`src/rtl/mle_pkg.sv`:
```
package mle_pkg;
  typedef enum logic {
    MODE_PLAIN = 1'b0,
    MODE_DIFF  = 1'b1
  } line_mode_e;

  // Level of the first half-cell for a given data bit, mode and last centre edge.
  function automatic logic first_half_level(input logic din, input line_mode_e md,
                                            input logic last_fall);
    logic fall_now;
    if (md == MODE_DIFF) fall_now = last_fall ^ din;
    else                 fall_now = din;
    return fall_now; // a falling centre starts high
  endfunction
endpackage

```
`src/rtl/mle_cell_seq.sv`:
```
module mle_cell_seq (
  input  logic clk,
  input  logic rst_n,
  input  logic in_valid,
  output logic in_ready,
  output logic take,
  output logic first_half,
  output logic active
);
  assign in_ready = ~first_half;
  assign take     = in_valid & in_ready;

  always_ff @(posedge clk) begin
    if (!rst_n) begin
      first_half <= 1'b0;
      active     <= 1'b0;
    end else if (take) begin
      first_half <= 1'b1;
      active     <= 1'b1;
    end else if (first_half) begin
      first_half <= 1'b0;
    end else begin
      active <= 1'b0;
    end
  end

  p_cell_after_take_r5: assert property (@(posedge clk) disable iff (!rst_n)
    take |=> (first_half && active));
  p_first_half_short_r7: assert property (@(posedge clk) disable iff (!rst_n)
    first_half |=> !first_half);
  p_ready_gap_r5: assert property (@(posedge clk) disable iff (!rst_n)
    first_half |-> !in_ready);
endmodule

```
`src/rtl/mle_level_gen.sv`:
```
module mle_level_gen
  import mle_pkg::*;
#(
  parameter logic IDLE_LEVEL = 1'b0
) (
  input  logic clk,
  input  logic rst_n,
  input  logic take,
  input  logic din,
  input  logic mode_diff,
  input  logic first_half,
  input  logic active,
  output logic line_q
);
  logic       last_fall;
  logic       pre_lvl;
  line_mode_e md;

  assign md      = line_mode_e'(mode_diff);
  assign pre_lvl = first_half_level(din, md, last_fall);

  always_ff @(posedge clk) begin
    if (!rst_n) begin
      line_q    <= IDLE_LEVEL;
      last_fall <= 1'b1;
    end else if (take) begin
      line_q    <= pre_lvl;
      last_fall <= pre_lvl;
    end else if (first_half) begin
      line_q <= ~line_q;
    end else begin
      line_q <= IDLE_LEVEL;
    end
  end

  p_centre_edge_r1: assert property (@(posedge clk) disable iff (!rst_n)
    (active && !first_half) |-> (line_q != $past(line_q)));
  p_idle_hold_r8: assert property (@(posedge clk) disable iff (!rst_n)
    !active |-> (line_q == IDLE_LEVEL));
endmodule

```
`src/rtl/mle_cell_check.sv`:
```
module mle_cell_check (
  input  logic clk,
  input  logic rst_n,
  input  logic rx_line,
  input  logic rx_first,
  output logic rx_bit,
  output logic rx_done,
  output logic rx_viol
);
  logic half1;
  logic armed;

  always_ff @(posedge clk) begin
    if (!rst_n) begin
      half1   <= 1'b0;
      armed   <= 1'b0;
      rx_bit  <= 1'b0;
      rx_done <= 1'b0;
      rx_viol <= 1'b0;
    end else if (rx_first) begin
      half1   <= rx_line;
      armed   <= 1'b1;
      rx_done <= 1'b0;
    end else if (armed) begin
      armed   <= 1'b0;
      rx_done <= 1'b1;
      rx_bit  <= half1;
      rx_viol <= (rx_line == half1);
    end else begin
      rx_done <= 1'b0;
    end
  end

  p_done_pulse_r9: assert property (@(posedge clk) disable iff (!rst_n)
    rx_done |=> !rx_done);
  p_done_after_first_r9: assert property (@(posedge clk) disable iff (!rst_n)
    $rose(rx_done) |-> $past(rx_first, 2));
endmodule

```
`src/rtl/manchester_line_enc.sv`:
```
module manchester_line_enc #(
  parameter logic IDLE_LEVEL = 1'b0
) (
  input  logic clk,
  input  logic rst_n,
  input  logic in_valid,
  output logic in_ready,
  input  logic in_bit,
  input  logic mode_diff,
  output logic line_out,
  output logic cell_start,
  input  logic rx_line,
  input  logic rx_first,
  output logic rx_bit,
  output logic rx_done,
  output logic rx_viol
);
  logic take;
  logic first_half;
  logic active;

  mle_cell_seq u_seq (
    .clk       (clk),
    .rst_n     (rst_n),
    .in_valid  (in_valid),
    .in_ready  (in_ready),
    .take      (take),
    .first_half(first_half),
    .active    (active)
  );

  mle_level_gen #(.IDLE_LEVEL(IDLE_LEVEL)) u_lvl (
    .clk       (clk),
    .rst_n     (rst_n),
    .take      (take),
    .din       (in_bit),
    .mode_diff (mode_diff),
    .first_half(first_half),
    .active    (active),
    .line_q    (line_out)
  );

  mle_cell_check u_chk (
    .clk     (clk),
    .rst_n   (rst_n),
    .rx_line (rx_line),
    .rx_first(rx_first),
    .rx_bit  (rx_bit),
    .rx_done (rx_done),
    .rx_viol (rx_viol)
  );

  assign cell_start = first_half;

  p_marker_reset_r10: assert property (@(posedge clk)
    !rst_n |=> (!cell_start && (line_out == IDLE_LEVEL)));
endmodule

```
`config.mk`:
```
export PLATFORM = sky130hd
export DESIGN_NAME = manchester_line_enc
export DESIGN_NICKNAME = d
export VERILOG_FILES = /design/src/rtl/mle_pkg.sv /design/src/rtl/mle_cell_seq.sv /design/src/rtl/mle_level_gen.sv /design/src/rtl/mle_cell_check.sv /design/src/rtl/manchester_line_enc.sv
export SDC_FILE = /design/constraint.sdc
export NUM_CORES = 1
export LEC_CHECK = 0
export BUFFER_PORTS_ARGS = -buffer_cell sky130_fd_sc_hd__buf_2
export CORE_AREA = 8 8 45 47
export CTS_CLUSTER_SIZE = 8
export DETAILED_ROUTE_END_ITERATION = 6
export DIE_AREA = 0 0 53 55
export PLACE_DENSITY = 0.46
export SLEW_MARGIN = 20
export SYNTH_ARGS = -nofsm -noshare
export SYNTH_HDL_FRONTEND = slang
export SYNTH_SLANG_ARGS = --single-unit
```
`constraint.sdc`:
```
create_clock -name clk -period 0.8 [get_ports clk]
set_input_delay 0.16 -clock clk [delete_from_list [all_inputs] [get_ports clk]]
set_output_delay 0.16 -clock clk [all_outputs]
set_load 0.01 [all_outputs]
```
==> impl_results.md, run 1 <==
* Skew-Pair Late Insertion Delay at around 0.25 ns
* Clock sink count at 8
* Fin crit share at 121%
* IO Count at 13
* Failing checks: setup timing
* Antenna-violating nets left at 0
* Total CTS buffers at 3
* Number of global-route vias before repair at 275
* Relative slew slack at 90.8%
* Syn Nets at 36
* Class of the most critical setup path: flip-flop to output port
* Cells after Synth at 29
* Yosys warnings at 0
* DR vias/cell at 4.08
* Die W at 53 um
* Placed Instance Area at ~420 sq um
* Clock Path Buffers at 2
* GRT Total Usage at under 10%
* Setup Viol. Count Final at 10
* WL final at 682 um
* Critical Path RT at 0.64 ns
* Vias post-DR at about 270
* Startpoint Class: flip-flop
* Final Net Count at 59
* Final Slew Violations at 0
* Netlist area before placement at 312 sq um
* Post-route setup slack at -0.166 ns
* RePlAce Congestion at about 0.65
* Critical path endpoint category: output port
* Worst vdd ir at 0.000675 V
* Post-CTS Hold Buffers at 0
* Min-delay worst type: input pin to flip-flop
* Register area share after synthesis at about half
* Final hold vios at 0
* Core Footprint at 1380 sq um
* P&R area growth vs syn at 58.6%
* Worst-Margin Slew at 0.134 ns
* Max Cap Viol at 0
* Clk_skew at ~0.0037 ns
* Initial Utilization at a little under a quarter
* Static Leak at 0.222 nW
* WHS at 0.196 ns
* Rows at 14
* CTS tree: yes
* DRT iter0 DRCs at 2
* First-pass GRT wire length at between 1000 and 1500 um
* RSZ-0062 raised after global routing: yes
* Worst path arrival time at 0.81 ns
* First-pass DRT Iterations at 2
* Antenna violations before repair at 0
* Design area at 494 sq um
* Die Ht at 55 um
* Root Buffer: clkbuf_4
* Die area at around 2900 sq um
* Port buffer count at 12
* Diode count at 0
* Critical Path Fanout Max at 3
* #FFs+latches synth at 8
* Power per cell area at about 1800 nW/um^2
* Post-route DRC at 0
* DR WL/cell at 10.3 um
* Period minus WS final at 0.966 ns
* Yosys cell types at 14
* Mapped Avg Cell Area at 10.7 sq um
* H-tree levels at 1
* Pin count of the biggest net entering global routing at 7
* Status: finished with violations
* Layout cells sized above 1 at roughly 58%
* Fmax at 1030 MHz
* Worst-path clk slew at 0.06 ns
* Finished Core Util at 35.7%
* Total congestion overflow at 0
repair_timing:
action,CTS,global route
endpoints found under the hold margin,0,0
endpoints found under the setup margin,10,10
gates resized for setup,9,1
buffers inserted,1,1
final timing paths:
check                    from                to  slack [ns]  depth (start not counted)
max reg2reg  u_seq.first_half      u_lvl.line_q       -0.05                          3
max          u_seq.first_half        cell_start       -0.17                          2
min reg2reg     u_chk.rx_viol     u_chk.rx_viol        0.52                          2
min                     rst_n  u_seq.first_half        0.20                          2
metal layers:
metal | wire length [um] | GRT usage, % | vias up
li1 | - | - | 140
met1 | 309 | 5.19 | 120
met2 | 296 | 7.62 | 9
met3 | 75 | 4.01 | 0
met4 | 0 | 6.47 | 0
met5 | 0 | 0 | -
cell families (layout without fill, tap and decap cells):
group	after synthesis	count (layout)	synth area share, %
AOI/OAI and AO/OA	4	4	8.83
xor gates and xnor gates	2	2	5.62
buffers and inverters	2	23	2.41
DFF	8	8	51.4
muxes	3	3	9.64
and+or+nand+nor	10	10	22.1
placed cells by master, fill, tap and decap left out, types with 2 or more instances in the layout:
master,netlist,final
xnor2_1,2,2
buf_4,0,5
nor2b_1,4,4
clkbuf_4,0,3
dfxtp_2,0,5
buf_2,0,8
mux2i_1,3,3
buf_6,0,5
and2_1,2,2
dfxtp_1,8,3
area by class of cell:
type | instances | area [sq um]
well taps | 16 | 20.0
repair buffers | 18 | 134
inverters | 2 | 7.51
clock buffers | 3 | 22.5
fillers | 151 | 890
multi-input cells | 19 | 144
flip-flops and latches | 8 | 166
flip-flops by register name, summed over array words and instances, names as in the netlist:
signal / count
u_chk.armed: 1
u_chk.half1: 1
u_chk.rx_bit: 1
u_chk.rx_done: 1
u_chk.rx_viol: 1
u_lvl.last_fall: 1
u_lvl.line_q: 1
u_seq.first_half: 1
critical path: stages (launching register included):
cell,delay [ns]
dfxtp_2,0.32
buf_6,0.11
buf_2,0.13
synth_stat cells (all sizes together):
cell type	number	area, sq um
a21oi	1	5.00
a22oi	1	7.51
a32o	1	10.0
and2	3	21.3
dfxtp	8	160
inv	2	7.51
mux2i	3	30.0
nand2	1	3.75
nand3	1	5.00
nor2b	5	38.8
o21ai	1	5.00
xnor2	2	17.5
metrics by stage:
step / std cells / total power (W) / TNS [ns] / setup WS, ns
floorplan: 29 / 0.000499 / -0.0391 / -0.0391
global placement: 61 / 0.000565 / -0.0953 / -0.0393
detailed placement: 61 / 0.000564 / -0.109 / -0.0436
CTS: 65 / 0.000902 / -0.730 / -0.183
global route: 66 / 0.000949 / -1.08 / -0.214
finish: 66 / 0.000890 / -0.619 / -0.166
where the power goes:
group          leakage (nW)  total [W]  internal (W)  switching [W]
Clock                0.0138   0.000307      0.000172       0.000136
Sequential           0.0670   0.000435      0.000423      0.0000126
Combinational         0.141   0.000147     0.0000909      0.0000562
Total                 0.222   0.000890      0.000685       0.000204
(Power assumes the default switching activity.)
==> inputs of run 2 (changes only) <==
--- a/config.mk
+++ b/config.mk
@@ -10,7 +10,7 @@
 export CTS_CLUSTER_SIZE = 8
 export DETAILED_ROUTE_END_ITERATION = 6
 export DIE_AREA = 0 0 53 55
-export PLACE_DENSITY = 0.46
+export PLACE_DENSITY_LB_ADDON = 0.3
 export SLEW_MARGIN = 20
 export SYNTH_ARGS = -nofsm -noshare
 export SYNTH_HDL_FRONTEND = slang
==> run 2 against run 1 <==
  * The run still ends with setup timing left
  * Critical endpoint is now in_ready
  * Fmax shrank 1.2%
  * Flip-flop and latch count stayed put
  * Largest power group unchanged
  * Global-route usage grew 0.11 points
  * Critical path depth grew 1
  * Clock skew is 0.0022 ns lower
==> impl_results.md, run 2 (same netlist as run 1, synthesis figures left out) <==
* Worst Hold End: u_chk.armed
* Final Power at 0.000910 W (+2.3%)
* Startpoint Class: flip-flop
* Critical Path RT at 0.64 ns (about the same)
* RePlAce Congestion at 0.673 (+3.8%)
* Die Ht at 55 um (unchanged)
* DR vias/cell at 4.21 (+3.3%)
* First-pass DRT Iterations at 4 (+2)
* GRT Total Usage at 5.75% (+0.11 points)
* Failing checks: setup timing
* Skew-Pair Late Insertion Delay at 0.25 ns (about the same)
* Number of global-route vias before repair at 305 (+11%)
* Footprint of the multi-input gates at 169 sq um (+17%)
* Max Cap Viol at 0 (unchanged)
* Final Net Count at 59 (unchanged)
* Diode count at 0 (unchanged)
* H-tree levels at 1 (unchanged)
* Die W at 53 um (unchanged)
* Leading cell type in the layout, fill and taps excluded: buf_2
* IO Count at 13 (unchanged)
* Post-route DRC at 0 (unchanged)
* Root Buffer: clkbuf_4
* Worst R2R Start: u_seq.first_half
* Hold Crit Start: rx_first
* Port buffer count at 12 (unchanged)
* Setup TNS at -0.794 ns (-0.175 ns)
* Total congestion overflow at 0 (unchanged)
* Clock Path Buffers at 2 (unchanged)
* Antenna-violating nets left at 0 (unchanged)
* R2r worst-path depth at 4 (+1)
* WL final at 728 um (+6.7%)
* DR WL/cell at 11.0 um (+6.7%)
* Worst vdd ir at 0.000665 V (-1.5%)
* Worst-path clk slew at 0.06 ns (about the same)
* Core Footprint at 1380 sq um (unchanged)
* Final-layout fill cell count at 144 (-4.6%)
* Pin count of the biggest net entering global routing at 7 (unchanged)
* Final hold vios at 0 (unchanged)
* Status: finished with violations
* Dpl ws at -0.0384 ns (+0.00521 ns)
* Vias post-DR at 278 (+3.3%)
* Period minus WS final at 0.978 ns (+0.0121 ns)
* Relative slew slack at 91.0% (+0.19 points)
* Post-route setup slack at -0.178 ns (-0.0121 ns)
* Static Leak at 0.232 nW (+4.7%)
* Total CTS buffers at 3 (unchanged)
* Final Slew Violations at 0 (unchanged)
* FF/Latch Area at 166 sq um (unchanged)
* Min-delay worst type: input pin to flip-flop
* Clk_skew at 0.00151 ns (-0.00218 ns)
* Post-CTS Hold Buffers at 0 (unchanged)
* Layout cells sized above 1 at 68.0% (+10 points)
* P&R area growth vs syn at 67.9%
* Initial Utilization at 22.5% (unchanged)
* Fmax at 1020 MHz (-1.2%)
* Fin crit share at 122% (+1.5 points)
* Worst path arrival time at 0.82 ns (about the same)
* WHS at 0.182 ns (-0.0143 ns)
* First-pass GRT wire length at 1210 um (+8.7%)
* R2R Setup Slk at -0.14 ns (-0.09 ns)
* RSZ-0062 raised after global routing: yes
* Clock sink count at 8 (unchanged)
* Worst R2R End: u_lvl.line_q
* Power per cell area at 1740 nW/um^2 (-3.3%)
* CTS tree: yes
* Critical path endpoint category: output port
* DRT iter0 DRCs at 1 (-1)
* HPWL after DPL at 527 um
* Antenna violations before repair at 0 (unchanged)
* Die area at 2920 sq um (unchanged)
* Setup Viol. Count Final at 10 (unchanged)
* Critical Path Fanout Max at 3 (unchanged)
* Rows at 14 (unchanged)
* Worst Hold Depth at 2 (unchanged)
* Class of the most critical setup path: flip-flop to output port
* Commonest non-fill, non-tap cells in the layout: 8 x buf_2, 6 x buf_6, 5 x dfxtp_2, 4 x buf_4
* Worst-Margin Slew at 0.131 ns (-0.00273 ns)
==> run 2: critical path: stages (launching register included) <==
cell and delay, ns:
dfxtp_2 0.32, buf_6 0.11, inv_2 0.04, buf_6 0.09
==> run 2: power by group <==
group	switching [W]	leakage [nW]	internal (W)
registers	0.0000133	0.0670	0.000423
clock network	0.000138	0.0138	0.000172
logic	0.0000658	0.151	0.0000984
total	0.000217	0.232	0.000693
==> run 2: timing repair <==
action | in CTS | in global routing
setup endpoints to repair | 9 | 10
buffers inserted | 1 | 1
resized for setup | 10 | 8
pin swaps | 0 | 3
==> run 2: worst max path at each step <==
stage	startpoint	endpoint	slack (ns)
after floorplan	u_seq.first_half	u_lvl.line_q	-0.04
after global placement	in_valid	u_lvl.line_q	-0.04
after detailed placement	in_valid	u_lvl.line_q	-0.04
after CTS	u_seq.first_half	cell_start	-0.18
after global routing	u_seq.first_half	in_ready	-0.21
final	u_seq.first_half	in_ready	-0.18
==> run 2: area by class of cell <==
cell class              instances  area share (%)
multi-input cells              19            32.3
flip-flops and latches          8            31.8
repair buffers                 18            26.3
clock buffers                   3            4.31
well taps                      16            3.83
inverters                       2            1.44
==> run 2: per-layer routing <==
layer,up-vias,wire length [um],share of wire [%],GRT usage (%)
li1,141,-,-,-
met1,122,327,45,5.95
met2,15,296,41,8.20
met3,0,104,14,4.81
met4,0,0,0,2.59
met5,-,0,0,0
==> run 2: metrics by stage <==
step | area (sq um) | util (%) | instances
finish | 523 | 37.8 | 66
global route | 523 | 37.8 | 66
CTS | 487 | 35.2 | 65
detailed placement | 423 | 30.6 | 61
global placement | 423 | 30.6 | 61
floorplan | 313 | - | 29
==> inputs of run 3 (changes only) <==
--- a/config.mk
+++ b/config.mk
@@ -11,6 +11,7 @@
 export DETAILED_ROUTE_END_ITERATION = 6
 export DIE_AREA = 0 0 53 55
 export PLACE_DENSITY_LB_ADDON = 0.3
+export SKIP_CTS_REPAIR_TIMING = 1
 export SLEW_MARGIN = 20
 export SYNTH_ARGS = -nofsm -noshare
 export SYNTH_HDL_FRONTEND = slang
==> run 3 against run 2 <==
  * The run still ends with setup timing left
  * Flip-flop and latch count is the same
  * Setup slack improved by 0.0027 ns
  * Critical path depth unchanged
  * Sequential power is essentially flat
  * Count of clock-buffer cells in the layout unchanged
  * Die area is the same
==> impl_results.md, run 3 (same netlist as run 1, synthesis figures left out) <==
* R2r worst-path depth at 3 (-1)
* Placed instance count at 61 (unchanged)
* Clk pwr share at 34.8% (+0.7 points)
* Setup Viol. Count Final at 10 (unchanged)
* Commonest non-fill, non-tap cells in the layout: 8 x buf_2, 5 x buf_6, 5 x dfxtp_2, 4 x nor2b_1, 4 x buf_4
* Total congestion overflow at 0 (unchanged)
* Post-route insts no fill at 65 (-1.5%)
* Critical Path RT at 0.64 ns (about the same)
* Critical Path Fanout Max at 3 (unchanged)
* First-pass GRT wire length at 1120 um (-7.5%)
* Max Cap Viol at 0 (unchanged)
* Number of global-route vias before repair at 280 (-8.2%)
* Fmax at 1020 MHz (+0.28%)
* Post-route DRC at 0 (unchanged)
* Post-route setup slack at -0.176 ns (+0.00273 ns)
* DRT iter0 DRCs at 2 (+1)
* Die area at 2920 sq um (unchanged)
* CP startpoint: u_seq.first_half
* DR vias/cell at 4.25 (+0.81%)
* Status: finished with violations
* P&R area growth vs syn at 57.0%
* Layout cells sized above 1 at 59.2% (-8.8 points)
* GRT Total Usage at 5.36% (-0.38 points)
* DR WL/cell at 10.9 um (-0.83%)
* Critical path endpoint category: output port
* Fin crit share at 122% (-0.34 points)
* Relative slew slack at 91.0% (about the same)
* Switch share at 23.3% (-0.58 points)
* Final Power at 0.000887 W (-2.5%)
* Skew-Pair Late Insertion Delay at 0.25 ns (about the same)
* Diode count at 0 (unchanged)
* Core Footprint at 1380 sq um (unchanged)
* Sequential share of power at 49.1% (+1.2 points)
* Worst R2R End: u_chk.rx_viol
* Dpl ws at -0.0384 ns (unchanged)
* Worst vdd ir at 0.000659 V (-0.85%)
* Static Leak at 0.217 nW (-6.7%)
* Placed Instance Area at 423 sq um (unchanged)
* CTS tree: yes
* Combinational Power Share at 16.1% (-1.9 points)
* Total CTS buffers at 3 (unchanged)
* H-tree levels at 1 (unchanged)
* Antenna-violating nets left at 0 (unchanged)
* Min-delay worst type: input pin to flip-flop
* Root Buffer: clkbuf_4
* Failing checks: setup timing
* Initial Utilization at 22.5% (unchanged)
* RSZ-0062 raised after global routing: yes
* WL final at 711 um (-2.3%)
* CP endpoint: in_ready
* Vias post-DR at 276 (-0.72%)
* Power per cell area at 1810 nW/um^2 (+4.2%)
* Worst-path clk slew at 0.05 ns (about the same)
* Clock Path Buffers at 2 (unchanged)
* Worst R2R Start: u_chk.armed
* Leading cell type in the layout, fill and taps excluded: buf_2
* Finished Core Util at 35.4% (-2.4 points)
* Clock sink count at 8 (unchanged)
* Class of the most critical setup path: flip-flop to output port
* Final Slew Violations at 0 (unchanged)
* Rows at 14 (unchanged)
* Pin count of the biggest net entering global routing at 7 (unchanged)
* HPWL after DPL at 527 um (unchanged)
* IO Count at 13 (unchanged)
* Die W at 53 um (unchanged)
* Final Net Count at 58 (-1.7%)
* Die Ht at 55 um (unchanged)
* RePlAce Congestion at 0.673 (unchanged)
* Worst-Margin Slew at 0.131 ns (-0.000374 ns)
* Startpoint Class: flip-flop
* First-pass DRT Iterations at 5 (+1)
* Cell-internal power at 0.000681 W (-1.8%)
* Psw at 0.000207 W (-4.9%)
* Port buffer count at 12 (unchanged)
* Worst path arrival time at 0.82 ns (about the same)
* Period minus WS final at 0.976 ns (-0.00272 ns)
* R2R Setup Slk at -0.04 ns (+0.10 ns)
* Antenna violations before repair at 0 (unchanged)
* Clk_skew at 0.000317 ns (-0.00119 ns)
* Design area at 489 sq um (-6.5%)
* Final hold vios at 0 (unchanged)
run 3: worst min-delay path by stage:
| stage | depth (start not counted) | slack [ns] | from | end |
|---|---|---|---|---|
| 4_1_cts | 2 | 0.17 | rx_first | u_chk.armed |
| 3_5_place_dp | 2 | 0.44 | rx_first | u_chk.armed |
| 6_report | 2 | 0.18 | rx_first | u_chk.armed |
| 2_1_floorplan | 1 | 0.27 | rst_n | u_lvl.last_fall |
| 3_3_place_gp | 2 | 0.44 | rst_n | u_seq.first_half |
| 5_1_grt | 2 | 0.18 | rx_first | u_chk.armed |
run 3: cell type report:
| type | count | area [sq um] |
|---|---|---|
| flip-flops and latches | 8 | 166 |
| clock buffers | 3 | 22.5 |
| well taps | 16 | 20.0 |
| fillers | 145 | 895 |
| repair buffers | 17 | 126 |
| multi-input cells | 19 | 146 |
| inverters | 2 | 7.51 |
run 3: power groups by stage:
stage | clock network (W) | logic, W | registers (W)
after global routing | 0.000351 | 0.000159 | 0.000437
after global placement | 0 | 0.000125 | 0.000439
after detailed placement | 0 | 0.000125 | 0.000439
after floorplan | 0 | 0.0000539 | 0.000446
final | 0.000308 | 0.000143 | 0.000436
after CTS | 0.000331 | 0.000125 | 0.000430
run 3: critical path, stage by stage, from the launching register on:
cell	delay [ns]
dfxtp_2	0.32
buf_6	0.11
inv_2	0.04
buf_6	0.09
run 3: per-layer routing:
| layer | track usage [%] | share of wire [%] | vias up |
|---|---|---|---|
| met5 | 0 | 0 | - |
| met4 | 2.59 | 0 | 0 |
| met3 | 4.81 | 15 | 0 |
| met2 | 6.84 | 41 | 17 |
| met1 | 5.95 | 44 | 121 |
| li1 | - | - | 138 |
run 3: through the flow:
step	hold WS [ns]	setup TNS, ns
after floorplan	0.272	-0.0391
after global placement	0.445	-0.0768
after detailed placement	0.442	-0.0752
after CTS	0.173	-0.822
after global routing	0.179	-0.998
final	0.182	-0.598
